[src/rtl/scl_pos_pkg.sv]
package scl_pos_pkg;
   typedef enum logic [1:0] {
      FMT_420 = 2'd0,
      FMT_422 = 2'd1,
      FMT_444 = 2'd2
   } smp_fmt_e;

   typedef enum logic [1:0] {
      SITE_ZERO    = 2'd0,
      SITE_QUARTER = 2'd1,
      SITE_HALF    = 2'd2
   } site_e;
endpackage

[src/rtl/scl_siting.sv]
module scl_siting
   import scl_pos_pkg::*;
#(
   parameter bit VERTICAL = 1'b0,
   parameter int FRAC_W   = 13,
   parameter int START_W  = 19,
   parameter int SIZE_W   = 12
) (
   input  logic                      chroma,
   input  smp_fmt_e                  fmt,
   input  site_e                     site,
   input  logic [SIZE_W-1:0]         src_in,
   output logic signed [START_W-1:0] start_val,
   output logic [SIZE_W-1:0]         src_eff
);
   localparam logic [START_W-1:0] OFS_QUARTER = START_W'(-(1 <<< (FRAC_W - 2)));
   localparam logic [START_W-1:0] OFS_HALF    = START_W'(-(1 <<< (FRAC_W - 1)));

   logic sub420;
   assign sub420 = chroma && (fmt == FMT_420);

   generate
      if (VERTICAL) begin : g_vert
         always_comb begin
            start_val = '0;
            if (sub420 && site == SITE_QUARTER) start_val = OFS_QUARTER;
            else if (sub420 && site == SITE_HALF) start_val = OFS_HALF;
            src_eff = sub420 ? (src_in >> 1) : src_in;
         end
      end else begin : g_horz
         always_comb begin
            start_val = (sub420 && site == SITE_QUARTER) ? OFS_QUARTER : '0;
            src_eff = (chroma && (fmt == FMT_420 || fmt == FMT_422)) ? (src_in >> 1) : src_in;
         end
      end
   endgenerate
endmodule

[src/rtl/scl_inc_div.sv]
module scl_inc_div #(
   parameter int SIZE_W = 12,
   parameter int FRAC_W = 13,
   parameter int INC_W  = 16
) (
   input  logic              clk,
   input  logic              rst_n,
   input  logic              go,
   input  logic [SIZE_W-1:0] num_size,
   input  logic [SIZE_W-1:0] den_size,
   output logic              busy,
   output logic              done,
   output logic [INC_W-1:0]  quot
);
   localparam int NUM_W = SIZE_W + FRAC_W + 1;
   localparam int CNT_W = $clog2(NUM_W + 1);

   if (NUM_W <= INC_W) begin : g_bad_width
      $error("scl_inc_div: dividend must be wider than the increment");
   end

   logic [NUM_W-1:0]  quo_q, quo_nxt, numer;
   logic [SIZE_W:0]   rem_q, trial;
   logic [SIZE_W-1:0] den_q;
   logic [CNT_W-1:0]  cnt_q;
   logic              busy_q, done_q, fits;
   logic [INC_W-1:0]  res_q;

   assign numer   = {1'b0, num_size, {FRAC_W{1'b0}}} + NUM_W'(den_size >> 1);
   assign trial   = {rem_q[SIZE_W-1:0], quo_q[NUM_W-1]};
   assign fits    = trial >= {1'b0, den_q};
   assign quo_nxt = {quo_q[NUM_W-2:0], fits};

   always_ff @(posedge clk or negedge rst_n) begin
      if (!rst_n) begin
         quo_q  <= '0;
         rem_q  <= '0;
         den_q  <= '0;
         cnt_q  <= '0;
         busy_q <= 1'b0;
         done_q <= 1'b0;
         res_q  <= '0;
      end else begin
         done_q <= 1'b0;
         if (go && !busy_q) begin
            quo_q  <= numer;
            rem_q  <= '0;
            den_q  <= den_size;
            cnt_q  <= '0;
            busy_q <= 1'b1;
         end else if (busy_q) begin
            rem_q <= fits ? (trial - {1'b0, den_q}) : trial;
            quo_q <= quo_nxt;
            cnt_q <= cnt_q + 1'b1;
            if (cnt_q == CNT_W'(NUM_W - 1)) begin
               busy_q <= 1'b0;
               done_q <= 1'b1;
               res_q  <= (|quo_nxt[NUM_W-1:INC_W]) ? '1 : quo_nxt[INC_W-1:0];
            end
         end
      end
   end

   assign busy = busy_q;
   assign done = done_q;
   assign quot = res_q;

   assert_done_pulse_R10: assert property (@(posedge clk) disable iff (!rst_n)
      done_q |=> !done_q);
   assert_done_after_busy_R10: assert property (@(posedge clk) disable iff (!rst_n)
      done_q |-> ($past(busy_q) && !busy_q));
   assert_result_hold_R12: assert property (@(posedge clk) disable iff (!rst_n)
      !done_q |-> $stable(res_q));
endmodule

[src/rtl/scl_pos_acc.sv]
module scl_pos_acc #(
   parameter int FRAC_W  = 13,
   parameter int PHASE_W = 4,
   parameter int IDX_W   = 12,
   parameter int START_W = 19,
   parameter int INC_W   = 16
) (
   input  logic                      clk,
   input  logic                      rst_n,
   input  logic                      load,
   input  logic signed [START_W-1:0] start_val,
   input  logic                      step,
   input  logic [INC_W-1:0]          inc,
   output logic [IDX_W-1:0]          src_idx,
   output logic [PHASE_W-1:0]        phase
);
   localparam int POS_W = IDX_W + FRAC_W + 1;

   if (PHASE_W > FRAC_W) begin : g_bad_phase
      $error("scl_pos_acc: phase wider than fraction");
   end
   if (START_W > POS_W || INC_W >= POS_W) begin : g_bad_pos
      $error("scl_pos_acc: position register too narrow");
   end

   logic signed [POS_W-1:0] pos_q;

   always_ff @(posedge clk or negedge rst_n) begin
      if (!rst_n) begin
         pos_q <= '0;
      end else if (load) begin
         pos_q <= {{(POS_W-START_W){start_val[START_W-1]}}, start_val};
      end else if (step) begin
         pos_q <= pos_q + {{(POS_W-INC_W){1'b0}}, inc};
      end
   end

   assign src_idx = pos_q[POS_W-1] ? '0 : pos_q[FRAC_W +: IDX_W];
   assign phase   = pos_q[FRAC_W-1 -: PHASE_W];

   assert_hold_R2: assert property (@(posedge clk) disable iff (!rst_n)
      (!load && !step) |=> ($stable(src_idx) && $stable(phase)));
endmodule

[src/rtl/scl_pos_gen.sv]
module scl_pos_gen
   import scl_pos_pkg::*;
#(
   parameter bit VERTICAL  = 1'b0,
   parameter int FRAC_W    = 13,
   parameter int PHASE_W   = 4,
   parameter int SIZE_W    = 12,
   parameter int INC_W     = 16,
   parameter int H_START_W = 19,
   parameter int V_START_W = 16
) (
   input  logic               clk,
   input  logic               rst_n,
   input  logic               cfg_chroma,
   input  logic [1:0]         cfg_fmt,
   input  logic [1:0]         cfg_site,
   input  logic [SIZE_W-1:0]  src_size,
   input  logic [SIZE_W-1:0]  dst_size,
   input  logic               calc_go,
   output logic               calc_busy,
   output logic               calc_done,
   output logic [INC_W-1:0]   calc_inc,
   input  logic               line_start,
   input  logic               step,
   output logic [SIZE_W-1:0]  src_idx,
   output logic [PHASE_W-1:0] phase
);
   localparam int START_W = VERTICAL ? V_START_W : H_START_W;

   if (START_W < FRAC_W) begin : g_bad_start
      $error("scl_pos_gen: start offset cannot hold a half-sample shift");
   end

   logic signed [START_W-1:0] start_val;
   logic [SIZE_W-1:0]         src_eff;

   scl_siting #(
      .VERTICAL(VERTICAL), .FRAC_W(FRAC_W), .START_W(START_W), .SIZE_W(SIZE_W)
   ) u_siting (
      .chroma(cfg_chroma), .fmt(smp_fmt_e'(cfg_fmt)), .site(site_e'(cfg_site)),
      .src_in(src_size), .start_val(start_val), .src_eff(src_eff)
   );

   scl_inc_div #(
      .SIZE_W(SIZE_W), .FRAC_W(FRAC_W), .INC_W(INC_W)
   ) u_div (
      .clk(clk), .rst_n(rst_n), .go(calc_go), .num_size(src_eff),
      .den_size(dst_size), .busy(calc_busy), .done(calc_done), .quot(calc_inc)
   );

   scl_pos_acc #(
      .FRAC_W(FRAC_W), .PHASE_W(PHASE_W), .IDX_W(SIZE_W),
      .START_W(START_W), .INC_W(INC_W)
   ) u_acc (
      .clk(clk), .rst_n(rst_n), .load(line_start), .start_val(start_val),
      .step(step), .inc(calc_inc), .src_idx(src_idx), .phase(phase)
   );

   assert_luma_zero_R1: assert property (@(posedge clk) disable iff (!rst_n)
      (line_start && !cfg_chroma) |=> (src_idx == '0 && phase == '0));
   assert_no_shift_R7: assert property (@(posedge clk) disable iff (!rst_n)
      (line_start && cfg_fmt != 2'd0) |=> (src_idx == '0 && phase == '0));
   assert_load_wins_R11: assert property (@(posedge clk) disable iff (!rst_n)
      (line_start && step && !cfg_chroma) |=> (src_idx == '0 && phase == '0));
   assert_busy_no_done_R10: assert property (@(posedge clk) disable iff (!rst_n)
      calc_done |-> !calc_busy);
endmodule

[config.mk]
export PLATFORM = sky130hd
export DESIGN_NAME = scl_pos_gen
export DESIGN_NICKNAME = d
export VERILOG_FILES = /design/src/rtl/scl_pos_pkg.sv /design/src/rtl/scl_siting.sv /design/src/rtl/scl_inc_div.sv /design/src/rtl/scl_pos_acc.sv /design/src/rtl/scl_pos_gen.sv
export SDC_FILE = /design/constraint.sdc
export NUM_CORES = 1
export LEC_CHECK = 0
export ABC_AREA = 0
export BUFFER_PORTS_ARGS = -buffer_cell sky130_fd_sc_hd__buf_2
export CORE_MARGIN = 1
export CORE_UTILIZATION = 59
export DETAILED_ROUTE_END_ITERATION = 8
export HOLD_SLACK_MARGIN = 0.1
export PLACE_DENSITY = 0.79
export SETUP_SLACK_MARGIN = 0.1
export SYNTH_ARGS = -nofsm -noshare
export SYNTH_HDL_FRONTEND = slang
export SYNTH_SLANG_ARGS = --single-unit
[constraint.sdc]
create_clock -name clk -period 3.05 [get_ports clk]
set_clock_uncertainty 0.1 [all_clocks]
set_input_delay 0.305 -clock clk [delete_from_list [all_inputs] [get_ports clk]]
set_output_delay 0.305 -clock clk [all_outputs]
set_load 0.01 [all_outputs]
### Yosys cells after proc, flatten, opt, wreduce, memory -nomap -nowiden

Index checks and enable logic that the tools add are counted.
Widths: inputs -> output; s select.

| word-level totals | value |
|---|---|
| bits in registers | 99 |
| logic and storage cells | 47 |
| output and inout port bits | 34 |

| operators by class | value |
|---|---|
| reduce and logical (&&, ||, !) cells | 11 |
| equal/unequal tests | 3 |
| $add $sub $neg | 4 |
| mux-type cells | 19 |
| bitwise operators | 1 |
| magnitude comparators | 1 |

Operator list:

| kind | number |
|---|---|
| $mux 26 | 4 |
| $mux 12 | 5 |
| $add 25x11->26 | 1 |
| $add 26x16->26 | 1 |
| $mux 19 | 1 |
| $mux 16 | 1 |
| $ge 13x12->1 | 1 |
| $sub 12x12->12 | 1 |
| $mux 5 | 2 |
| $reduce_or 10->1 | 1 |
| $mux 1 | 6 |
| $add 5x1->5 const B | 1 |
| $eq 5x5->1 const B | 1 |
| $eq 2x1->1 const B | 2 |
| $logic_and 1x1->1 | 4 |
| $reduce_bool 2->1 | 2 |
| $reduce_and 3->1 | 1 |
| $logic_not 2->1 | 1 |
| $logic_not 1->1 | 1 |
| $logic_or 1x1->1 | 1 |
| $not 1->1 | 1 |

### Logic depth before layout (Yosys ltp)

| logic depth | value |
|---|---|
| depth in word-level cells | 6 |
| gate-level depth with buffers | 10 |
| depth with buffers taken out | 10 |

### Hierarchy

From an unflattened synthesis, not the netlist that was laid out.

| unflattened totals | value |
|---|---|
| cell total of the unflattened synthesis | 647 |
| area total of the unflattened synthesis | 6264.8 µm² |

By module, submodules not included:

| module | cells each | area an instance (µm²) | times used |
|---|---|---|---|
| scl_inc_div | 345 | 3654.8 | 1 |
| scl_pos_acc | 268 | 2270.9 | 1 |
| scl_siting | 34 | 339.1 | 1 |

### Worst setup path before layout

No wires, ideal clock.

| timing | value |
|---|---|
| kind | flip-flop to flip-flop |
| start point | register u_div.res_q[0] (netlist: u_div.quot[0]) |
| end point | register u_acc.pos_q[14] |
| cell stages (with the launch flop) | 11 |
| library setup time | 124 ps |
| buffers on the path | 0 |
| arrival | 2136 ps |
| path slack | 691 ps |
| cell sequence | dfrtp_1 ha_1 inv_1 fa_1 nand2b_1 a21oi_2 a211oi_4 o21bai_2 a311oi_1 xnor2_1 a211o_1 |

| on the way | value |
|---|---|
| cells in the longest elaborated chain, start to end | 3 |

RTL lines:

| item | line | RTL |
|---|---|---|
| start, declared | scl_inc_div.sv:27 | `logic [INC_W-1:0] res_q;` |
| start signal, assigned | scl_inc_div.sv:58 | `res_q <= (\|quo_nxt[NUM_W-1:INC_W]) ? '1 : quo_nxt[INC_W-1:0];` |
| $add 26x16->26 | scl_pos_acc.sv:34 | `pos_q <= pos_q + {{(POS_W-INC_W){1'b0}}, inc};` |
| $mux 26 | scl_pos_acc.sv:33 | `end else if (step) begin` |
| $mux 26 | scl_pos_acc.sv:31 | `end else if (load) begin` |
| end signal, assigned | scl_pos_acc.sv:32 | `pos_q <= {{(POS_W-START_W){start_val[START_W-1]}}, start_val};` |
| end signal, assigned | scl_pos_acc.sv:34 |  |
| end, declared | scl_pos_acc.sv:26 | `logic signed [POS_W-1:0] pos_q;` |

Every way passes these cells. The select of a mux whose other input is x is not followed.
A chain may end at the register's enable or synchronous reset.

### Worst setup path in the final report

| timing | value |
|---|---|
| start point | register u_div.res_q[0] (netlist: u_div.quot[0]) |
| end point | register u_acc.pos_q[16] |

The elaborated chain is that of the path after synthesis.

==> out/qor.yml <==
worstSetupPathType: "flop to flop"
crit_arrival_ps: 2740
ys.flop_type: "dfrtp_1"
numCtsBuffers: 9
start_util_pct: 60.7
fillCellCount: 755
leakage_nw: 3.20
fin_nets: 779
grt_max_degree: 67
track_usage_pct: 26.4
vias: 4926
n_antenna_cell: 0
layout_commonest_cell: "dfrtp_1"
most-common-layout-cells: "98 x dfrtp_1, 91 x nand2_1, 74 x o21ai_0, 66 x buf_2, 48 x mux2i_1"
clock.fmax_mhz: 389
htreeDepth: 3
cp-start-kind: "flop"
tns_ps: 0
r2r_setup_slack_ps: 480
tritoncts: "built"
ys_warn_count: 0
area_growth_pct: 12.7
num_io_pins: 68
die_x_um: 102
fin_crit_sh_pct: 84.2
fin_crit_ps: 2570
cts_resized: 0
hold_viol: 0
status: "complete, no violations"
routed_wl_mm: 12.9
r2r_end: "u_acc.pos_q[16]"
syn_area_um2: 5940
first_iter_violations: 304
hp-class: "input pin to flop"
setup_violations: 0
core_area_um2: 9770
drive_gt1_share_pct: 15.2
drt_pre_antenna_iters: 5
power_density_nw_per_um2: 1140
synth_cells: 648
end_kind: "flop"
min_to: "u_div.quo_q[25]"
r2r_cells: 10
instances_no_fill: 851
portBuffers: 67
worstHoldPathCells: 2
place_ws_ps: 499
max_slew_margin_pct: 43.8
post-route-drc-count: 0
cts.sinks: 99
synth_fp_nets: 714
syn_avg_cell_area_um2: 9.16
grt_first_pass_wirelength_mm: 21.4
worst_pin_slew_ps: 844
grt_pass1_vias: 4597
hp-start: "calc_go"
dp_hpwl_mm: 9.36
antenna_found_initial: 0
antenna_left: 0
critPathMaxFanout: 5
rsz0062_at_grt: "false"
slew_violations: 0
die_h_um: 102
ys_ff_latch: 99
placementRows: 36
gp_congestion: 0.989
cts_setup_buffers: 0
fin_hold_ws_ps: 140
hold_buffers: 13
cap_violations: 0
postSynth.asyncResetShare_pct: 100
clk_pin_slew_ps: 100
setup_slack_ps: 480
vias_per_cell: 5.79
wire_per_inst_um: 15.2
dieArea_um2: 10500
ys_types: 59
ir_worst_vdd_mv: 0.782
dpl.cell_count: 822
worstPathRequired_ps: 3220
regToRegStartpoint: "u_div.quot[0]"
root_buffer: "clkbuf_8"
grt.overflow.total: 0
synth_edf_count: 0
clk_latency_ps: 370
seq_area_frac_synth_pct: 41.7
register_area_um2: 2480
max-clock-path-buffers: 2
multi_input_area_um2: 3210
-- worst max path at each step --
stage,start,end,slack (ps),depth (start not counted)
6_report,u_div.quot[0],u_acc.pos_q[16],480,10
5_1_grt,u_div.rem_q[4],u_div.quo_q[0],270,8
4_1_cts,u_div.quot[0],u_acc.pos_q[16],490,10
2_1_floorplan,u_div.quot[0],u_acc.pos_q[14],690,10
3_5_place_dp,u_div.quot[0],u_acc.pos_q[16],500,10
3_3_place_gp,u_div.quot[0],u_acc.pos_q[16],600,10
-- critical path, cell delays in order, from the launching register on --
cell and delay, ps:
dfrtp_1 410, ha_1 220, inv_1 70, fa_1 190, nand2b_1 150, a21oi_2 80, a211oi_4 310, o21bai_2 160
a211oi_4 430, mux2i_1 120, or2_1 230
-- final cells by class --
class	count	share of cell area, %
clock inverter	6	0.692
tap	133	2.49
inverter	26	1.46
multi-input combinational	487	47.9
timing repair buffer	90	8.31
sequential	99	37.1
clock buffer	10	2.06
-- flip-flops by register name (all words and copies together) (netlist names) --
register and flops:
u_acc.pos_q 26, u_div.quo_q 26, u_div.quot 16, u_div.den_q 12
u_div.rem_q 12, u_div.cnt_q 5, u_div.busy 1, u_div.done 1
-- power by group --
| part | internal (mW) | switching [mW] | leakage (nW) |
|---|---|---|---|
| Clock | 0.326 | 0.473 | 0.0897 |
| Combinational | 1.94 | 2.39 | 1.92 |
| Sequential | 1.96 | 0.553 | 1.19 |
| Total | 4.22 | 3.41 | 3.20 |
-- cell usage after synthesis (2+ instances only) --
cell	count	area (um2)
buf_1	4	15.0
o21ai_0	74	370
o31ai_1	3	22.5
a21oi_2	2	17.5
a211oi_4	2	40.0
nor2_1	39	146
nand3_1	13	65.1
nand4_1	7	43.8
nor3_1	11	55.1
nand3b_1	2	15.0
fa_1	2	40.0
a32oi_1	5	43.8
or2_2	3	18.8
a31oi_1	2	12.5
mux2i_1	48	480
clkbuf_1	25	93.8
a211o_1	2	17.5
o22a_1	15	131
nand2_1	91	342
xnor2_1	13	114
xor2_1	10	87.6
o21bai_1	2	15.0
o211ai_1	3	22.5
nor4_1	4	25.0
or3_1	3	18.8
buf_4	4	30.0
nor3b_1	3	22.5
nor2b_1	20	125
a21oi_1	32	160
o21ai_1	4	20.0
a211oi_1	3	22.5
ha_1	30	375
a21o_1	4	30.0
nand2b_1	11	68.8
inv_1	25	93.8
dfrtp_1	99	2480
buf_2	3	15.0
o21a_1	4	30.0
-- logic make-up after synthesis --
| group | Yosys count | share of synthesized area (%) |
|---|---|---|
| compound gates | 170 | 18.4 |
| flops | 99 | 41.7 |
| buf+inv | 62 | 4.24 |
| fa+ha+maj | 32 | 7.00 |
| xor+xnor | 23 | 3.39 |
| mux | 49 | 8.28 |
| simple gates | 213 | 17.0 |
-- metal layers --
| metal | part of all wire [%] | wire, um | vias to the layer above | GRT usage, % |
|---|---|---|---|---|
| li1 | - | - | 2415 | - |
| met4 | 1.6 | 206 | 0 | 9.34 |
| met1 | 45 | 5830 | 2364 | 34.6 |
| met3 | 4.5 | 587 | 25 | 4.58 |
| met5 | 0 | 0 | - | 0 |
| met2 | 49 | 6300 | 122 | 44.3 |
-- per-stage QoR --
step	total power [mW]	area [um2]	utilization [%]
after CTS	7.62	6690	68.4
after floorplan	5.79	5940	-
after detailed placement	6.81	6370	65.2
final	7.64	6690	68.4
after global placement	6.58	6370	65.2
after global routing	8.33	6690	68.4
Power figures use the tool's default switching activity.
